`config.mk`:
```
export PLATFORM = sky130hd
export DESIGN_NAME = mvu_top
export DESIGN_NICKNAME = d
export VERILOG_FILES = /design/src/rtl/mvu_pkg.sv /design/src/rtl/mvu_vrf.sv /design/src/rtl/mvu_seq.sv /design/src/rtl/mvu_lane.sv /design/src/rtl/mvu_top.sv
export SDC_FILE = /design/constraint.sdc
export NUM_CORES = 2
export LEC_CHECK = 0
export BUFFER_PORTS_ARGS = -buffer_cell sky130_fd_sc_hd__buf_4
export CAP_MARGIN = 20
export CORE_MARGIN = 3
export CORE_UTILIZATION = 55
export CTS_CLUSTER_DIAMETER = 30
export DETAILED_ROUTE_END_ITERATION = 12
export PLACE_DENSITY = 0.71
export RECOVER_POWER = 100
export SETUP_SLACK_MARGIN = 0.4
export SLEW_MARGIN = 20
export SYNTH_ARGS = -nofsm -noshare
export SYNTH_HDL_FRONTEND = slang
export SYNTH_SLANG_ARGS = --single-unit
```
`constraint.sdc`:
```
create_clock -name clk -period 14.8 [get_ports clk]
set_input_delay 2.96 -clock clk [delete_from_list [all_inputs] [get_ports clk]]
set_output_delay 2.96 -clock clk [all_outputs]
set_load 0.03 [all_outputs]
```
`src/rtl/mvu_pkg.sv`:
```
package mvu_pkg;
  typedef enum logic [2:0] {
    OP_ADD  = 3'd0,
    OP_MUL  = 3'd1,
    OP_DOT  = 3'd2,
    OP_MADD = 3'd3,
    OP_SCAT = 3'd4,
    OP_GATH = 3'd5
  } mvu_op_e;
endpackage

```
`src/rtl/mvu_vrf.sv`:
```
// Vector register file: flat element memory, combinational operand ports,
// one write port, one registered host read port.
module mvu_vrf #(
  parameter int DEPTH = 64,
  parameter int EW    = 16,
  parameter int NRD   = 3,
  localparam int DAW  = $clog2(DEPTH)
) (
  input  logic                     clk,
  input  logic [NRD-1:0][DAW-1:0]  rd_addr,
  output logic [NRD-1:0][EW-1:0]   rd_data,
  input  logic                     wr_en,
  input  logic [DAW-1:0]           wr_addr,
  input  logic [EW-1:0]            wr_data,
  input  logic [DAW-1:0]           hr_addr,
  output logic [EW-1:0]            hr_data
);
  logic [EW-1:0] mem [DEPTH];

  always_ff @(posedge clk) begin
    if (wr_en) mem[wr_addr] <= wr_data;
    hr_data <= mem[hr_addr];
  end

  for (genvar p = 0; p < NRD; p++) begin : g_rd
    assign rd_data[p] = mem[rd_addr[p]];
  end
endmodule

```
`src/rtl/mvu_seq.sv`:
```
// Run controller: latches a command while idle and steps the element index.
module mvu_seq
  import mvu_pkg::*;
#(
  parameter int VLEN = 8,
  parameter int RSW  = 3,
  localparam int IW  = (VLEN > 1) ? $clog2(VLEN) : 1
) (
  input  logic           clk,
  input  logic           rst,
  input  logic           cmd_start,
  input  mvu_op_e        cmd_op,
  input  logic [RSW-1:0] cmd_dst,
  input  logic [RSW-1:0] cmd_srca,
  input  logic [RSW-1:0] cmd_srcb,
  input  logic [RSW-1:0] cmd_sel,
  output logic           launch,
  output logic           busy,
  output logic           done,
  output logic [IW-1:0]  idx,
  output mvu_op_e        op_q,
  output logic [RSW-1:0] dst_q,
  output logic [RSW-1:0] srca_q,
  output logic [RSW-1:0] srcb_q,
  output logic [RSW-1:0] sel_q
);
  localparam logic [IW-1:0] LAST = IW'(VLEN - 1);

  assign launch = !busy && cmd_start;

  always_ff @(posedge clk) begin
    if (rst) begin
      busy   <= 1'b0;
      done   <= 1'b0;
      idx    <= '0;
      op_q   <= OP_ADD;
      dst_q  <= '0;
      srca_q <= '0;
      srcb_q <= '0;
      sel_q  <= '0;
    end else begin
      done <= 1'b0;
      if (launch) begin
        busy   <= 1'b1;
        idx    <= '0;
        op_q   <= cmd_op;
        dst_q  <= cmd_dst;
        srca_q <= cmd_srca;
        srcb_q <= cmd_srcb;
        sel_q  <= cmd_sel;
      end else if (busy) begin
        if (idx == LAST) begin
          busy <= 1'b0;
          done <= 1'b1;
        end else begin
          idx <= idx + 1'b1;
        end
      end
    end
  end
endmodule

```
`src/rtl/mvu_lane.sv`:
```
// Single element lane: index selection, arithmetic, predication, accumulator.
module mvu_lane
  import mvu_pkg::*;
#(
  parameter int VLEN = 8,
  parameter int EW   = 16,
  parameter int AW   = 32,
  localparam int IW  = (VLEN > 1) ? $clog2(VLEN) : 1
) (
  input  logic          clk,
  input  logic          rst,
  input  logic          launch,
  input  mvu_op_e       launch_op,
  input  logic          active,
  input  mvu_op_e       op,
  input  logic [IW-1:0] idx,
  input  logic [EW-1:0] sel_elem,
  input  logic [EW-1:0] a_elem,
  input  logic [EW-1:0] b_elem,
  output logic [IW-1:0] src_idx,
  output logic          we,
  output logic [IW-1:0] widx,
  output logic [EW-1:0] wdata,
  output logic [AW-1:0] acc
);
  logic [2*EW-1:0] prod;
  logic [EW-1:0]   sum;
  logic [IW-1:0]   sel_idx;

  assign sel_idx = sel_elem[IW-1:0];
  assign prod    = a_elem * b_elem;
  assign sum     = a_elem + b_elem;
  assign src_idx = (op == OP_GATH) ? sel_idx : idx;
  assign widx    = (op == OP_SCAT) ? sel_idx : idx;

  always_comb begin
    wdata = sum;
    we    = active;
    unique case (op)
      OP_MUL:  wdata = prod[EW-1:0];
      OP_DOT:  we    = 1'b0;
      OP_MADD: we    = active && (sel_elem != '0);
      default: wdata = sum;
    endcase
  end

  always_ff @(posedge clk) begin
    if (rst)                             acc <= '0;
    else if (launch && launch_op == OP_DOT) acc <= '0;
    else if (active && op == OP_DOT)     acc <= acc + AW'(prod);
  end
endmodule

```
`src/rtl/mvu_top.sv`:
```
module mvu_top
  import mvu_pkg::*;
#(
  parameter int NREGS = 8,
  parameter int VLEN  = 8,
  parameter int EW    = 16,
  parameter int AW    = 32,
  localparam int RSW  = $clog2(NREGS),
  localparam int IW   = (VLEN > 1) ? $clog2(VLEN) : 1
) (
  input  logic           clk,
  input  logic           rst,
  input  logic           cmd_start,
  input  logic [2:0]     cmd_op,
  input  logic [RSW-1:0] cmd_dst,
  input  logic [RSW-1:0] cmd_srca,
  input  logic [RSW-1:0] cmd_srcb,
  input  logic [RSW-1:0] cmd_sel,
  output logic           busy,
  output logic           done,
  output logic [AW-1:0]  acc_out,
  input  logic           host_we,
  input  logic [RSW-1:0] host_reg,
  input  logic [IW-1:0]  host_idx,
  input  logic [EW-1:0]  host_wdata,
  output logic [EW-1:0]  host_rdata
);
  localparam int DEPTH = NREGS * VLEN;
  localparam int DAW   = RSW + IW;

  mvu_op_e        op_in, op_q;
  logic           launch;
  logic [IW-1:0]  idx, src_idx, widx;
  logic [RSW-1:0] dst_q, srca_q, srcb_q, sel_q;
  logic           eng_we;
  logic [EW-1:0]  eng_wdata;

  logic [2:0][DAW-1:0] rd_addr;
  logic [2:0][EW-1:0]  rd_data;
  logic                wr_en;
  logic [DAW-1:0]      wr_addr;
  logic [EW-1:0]       wr_data;

  assign op_in = mvu_op_e'(cmd_op);

  mvu_seq #(.VLEN(VLEN), .RSW(RSW)) u_seq (
    .clk(clk), .rst(rst), .cmd_start(cmd_start), .cmd_op(op_in),
    .cmd_dst(cmd_dst), .cmd_srca(cmd_srca), .cmd_srcb(cmd_srcb),
    .cmd_sel(cmd_sel), .launch(launch), .busy(busy), .done(done),
    .idx(idx), .op_q(op_q), .dst_q(dst_q), .srca_q(srca_q),
    .srcb_q(srcb_q), .sel_q(sel_q)
  );

  // port 0: selector element, port 1: first source (maybe gathered), port 2: second source
  assign rd_addr[0] = {sel_q, idx};
  assign rd_addr[1] = {srca_q, src_idx};
  assign rd_addr[2] = {srcb_q, idx};

  mvu_lane #(.VLEN(VLEN), .EW(EW), .AW(AW)) u_lane (
    .clk(clk), .rst(rst), .launch(launch), .launch_op(op_in),
    .active(busy), .op(op_q), .idx(idx), .sel_elem(rd_data[0]),
    .a_elem(rd_data[1]), .b_elem(rd_data[2]), .src_idx(src_idx),
    .we(eng_we), .widx(widx), .wdata(eng_wdata), .acc(acc_out)
  );

  // engine owns the write port while busy; host writes only when idle
  assign wr_en   = eng_we || (host_we && !busy);
  assign wr_addr = busy ? {dst_q, widx} : {host_reg, host_idx};
  assign wr_data = busy ? eng_wdata : host_wdata;

  mvu_vrf #(.DEPTH(DEPTH), .EW(EW), .NRD(3)) u_vrf (
    .clk(clk), .rd_addr(rd_addr), .rd_data(rd_data), .wr_en(wr_en),
    .wr_addr(wr_addr), .wr_data(wr_data), .hr_addr({host_reg, host_idx}),
    .hr_data(host_rdata)
  );
endmodule

```
==> results.toml <==
[route]
drtIter0Drc = 9885
vias = 55200
drt-vias-per-instance = 7.28
drc = 0
wl_per_cell_um = 35.9
drt_pass1_iterations = 9
totalWireLength_um = 272000
antenna_left = 0

[placed_design]
hpwl_um = 185000
gp_congestion = 1.02
port_buffers = 90
dp.cells = 7153

[die]
core-area_um2 = 128000
num_rows = 131
die_x_um = 366
start_util_pct = 55.7
die-area_um2 = 134000
io_pins = 91
die_h_um = 366

[setup_path]
worst_path_max_delay_cell = "a21oi_1"
crit_family = "compound AO/OA/AOI/OAI gates"
criticalPathCategory = "flip-flop to flip-flop"
r2r_cells = 34
critPathMaxFanout = 62
cp_common_cell = "inv_1"
worst-path-buf-inv = 11
cp-start-kind = "flip-flop"
arrival_ps = 14630
critPathMaxStageDelay_ps = 1880
reg2reg_slack_ps = 610
r2r-start = "u_seq.idx[1]$_SDFFE_PP0P_"
crit_path_end_kind = "flip-flop"
required_ps = 15240
r2r_end = "u_vrf.mem[44][9]$_DFFE_PP_"

[cts]
ctsHoldBuffers = 0
tritoncts = "built"
clk_pin_slew_ps = 40
clockRootBuffer = "clkbuf_16"
htreeDepth = 4
cts_buffer_depth = 3
clock_latency_ps = 860
clock-sinks = 1092
cts-buffers-inserted = 224

[cells_and_area]
multiInputGateArea_um2 = 36400
seq_area_um2 = 32100
nNetsFinal = 6045
area_growth_pct = 14.1
drive_gt1_share_pct = 23.2
fin_cells = 7583
fillers = 9565

[sta]
tns_ps = 0
tightestPinTransition_ps = 5410
max-slew-margin-rel_pct = -260
max_freq_ghz = 0.0705
hold_viol = 0
finalClockSkew_ps = 60.8
period_needed_ps = 14190
rsz0062_at_grt = "no"
post-route-period-util_pct = 95.9
finalSetupViolations = 0
drv_slew = 1621

[min_path]
whs_endpoint = "u_lane.acc[23]$_SDFFE_PP0P_"
hold_class = "flip-flop to flip-flop"
whs_path_depth = 2
hold_start = "u_lane.acc[23]$_SDFFE_PP0P_"

[yosys]
async_flop_share_pct = 0
yosysSeqAreaShare_pct = 44.9
syn_area_per_cell_um2 = 12.9
yosysMostFrequentCell = "edfxtp_1"
ys.flop_type = "edfxtp_1"
synth_largest_area_cell = "edfxtp_1"
synth_common_cells = "1024 x edfxtp_1, 612 x nand2_1, 608 x mux4_2"
synthTopCellsByArea = "edfxtp_1 43%, mux4_2 19%, fa_1 5.5%"
synth-edff-count = 1024
synthCells = 5526
yosys_register_bits = 1092
ys_types = 100
syn_area_um2 = 71500
synth_nets = 5918
ys_warn_count = 0
synth.top_cell.area_share_pct = 43.0

[global_route]
grt-ovfl-total = 0
grt_pass1_vias = 53500
grt_pass1_wl_um = 387000
antenna_found_initial = 24
grt.total_usage_pct = 40.1
grt_max_degree = 124

[run_status]
status = "finished, violations left"
violations = "max-capacitance violations, max-slew violations"

[job]
maxCapViolCount = 50
-- logic make-up (layout without fill, tap and decap cells) --
family,after synthesis,in the layout,share of synthesized area [%]
AO/OA/AOI/OAI,742,742,6.81
XOR/XNOR,56,56,0.686
adder cells (fa/ha/maj),351,351,8.20
AND/OR/NAND/NOR,1627,1627,10.5
multiplexers,957,957,24.2
other,0,9,0
flip-flops,1092,1092,44.9
buffers and inverters,701,1020,4.61
-- worst max path at each step --
| stage | startpoint | end | slack (ps) | cells past startpoint |
|---|---|---|---|---|
| after floorplan | u_seq.idx[0]$_SDFFE_PP0P_ | u_lane.acc[30]$_SDFFE_PP0P_ | 4180 | 49 |
| after global placement | u_seq.idx[0]$_SDFFE_PP0P_ | u_lane.acc[30]$_SDFFE_PP0P_ | 1200 | 46 |
| after detailed placement | u_seq.idx[0]$_SDFFE_PP0P_ | u_lane.acc[30]$_SDFFE_PP0P_ | 1090 | 46 |
| after CTS | u_seq.idx[0]$_SDFFE_PP0P_ | u_lane.acc[30]$_SDFFE_PP0P_ | 1060 | 46 |
| after global routing | u_seq.idx[1]$_SDFFE_PP0P_ | u_lane.acc[30]$_SDFFE_PP0P_ | 340 | 45 |
| final | u_seq.idx[1]$_SDFFE_PP0P_ | u_vrf.mem[44][9]$_DFFE_PP_ | 610 | 34 |
-- area by class of cell --
class                           count  share of cell area, %
Clock buffer                      255                   7.16
Inverter                          298                   1.37
Clock inverter                    163                   2.42
Tap cell                         1729                   2.65
Multi-Input combinational cell   3733                   44.6
Timing Repair Buffer              304                   2.36
Sequential cell                  1092                   39.4
Antenna cell                        9                 0.0276
-- state kept, by name, indices dropped and copies added, names as in the netlist --
name / flops
u_vrf.mem: 1024
u_lane.acc: 32
u_vrf.hr_data: 16
u_seq.dst_q: 3
u_seq.idx: 3
u_seq.op_q: 3
u_seq.sel_q: 3
u_seq.srca_q: 3
u_seq.srcb_q: 3
u_seq.busy: 1
u_seq.done: 1
-- worst reg2reg max path: cells and delay by family (launching register included) --
kind	cells	cell delay, ps
AOI/OAI and AO/OA	10	4850
adders and majority gates	8	3060
buffers and inverters	11	3010
and+or+nand+nor	4	1460
DFF	1	710
muxes	1	640
-- cells in the final DEF (no fill, tap or decap), types with 94 or more instances in the layout --
cell,n
a21oi_1,252
buf_4,156
clkbuf_1,153
clkbuf_16,227
edfxtp_1,1024
fa_1,196
ha_1,155
inv_1,296
mux2i_1,278
mux4_2,608
nand2_1,612
nand2b_1,94
nand3_1,324
nor2_1,296
o21ai_0,139
-- metrics by stage --
stage	setup WS [ps]	util [%]	hold WS [ps]	instance area, µm²
floorplan	4180	-	446	71500
global placement	1200	57.9	446	74300
detailed placement	1090	57.9	462	74300
CTS	1060	64.0	474	82100
global route	337	63.5	494	81500
finish	610	63.5	472	81500
-- timing repair --
item	CTS	global route
resized for setup	0	7
buffers inserted	0	1
endpoints found under the setup margin	0	3
hold endpoints to repair	0	0
-- per-layer routing --
| layer | part of all wire [%] | vias up | track usage (%) |
|---|---|---|---|
| li1 | - | 21500 | - |
| met1 | 34 | 27300 | 51.7 |
| met2 | 42 | 5190 | 56.6 |
| met3 | 17 | 1102 | 16.8 |
| met4 | 7.6 | 34 | 23.8 |
| met5 | 0.15 | - | 1.18 |
Power is not shown: default switching activity piles up to over one toggle a cycle in this logic, so the estimate is an artifact.
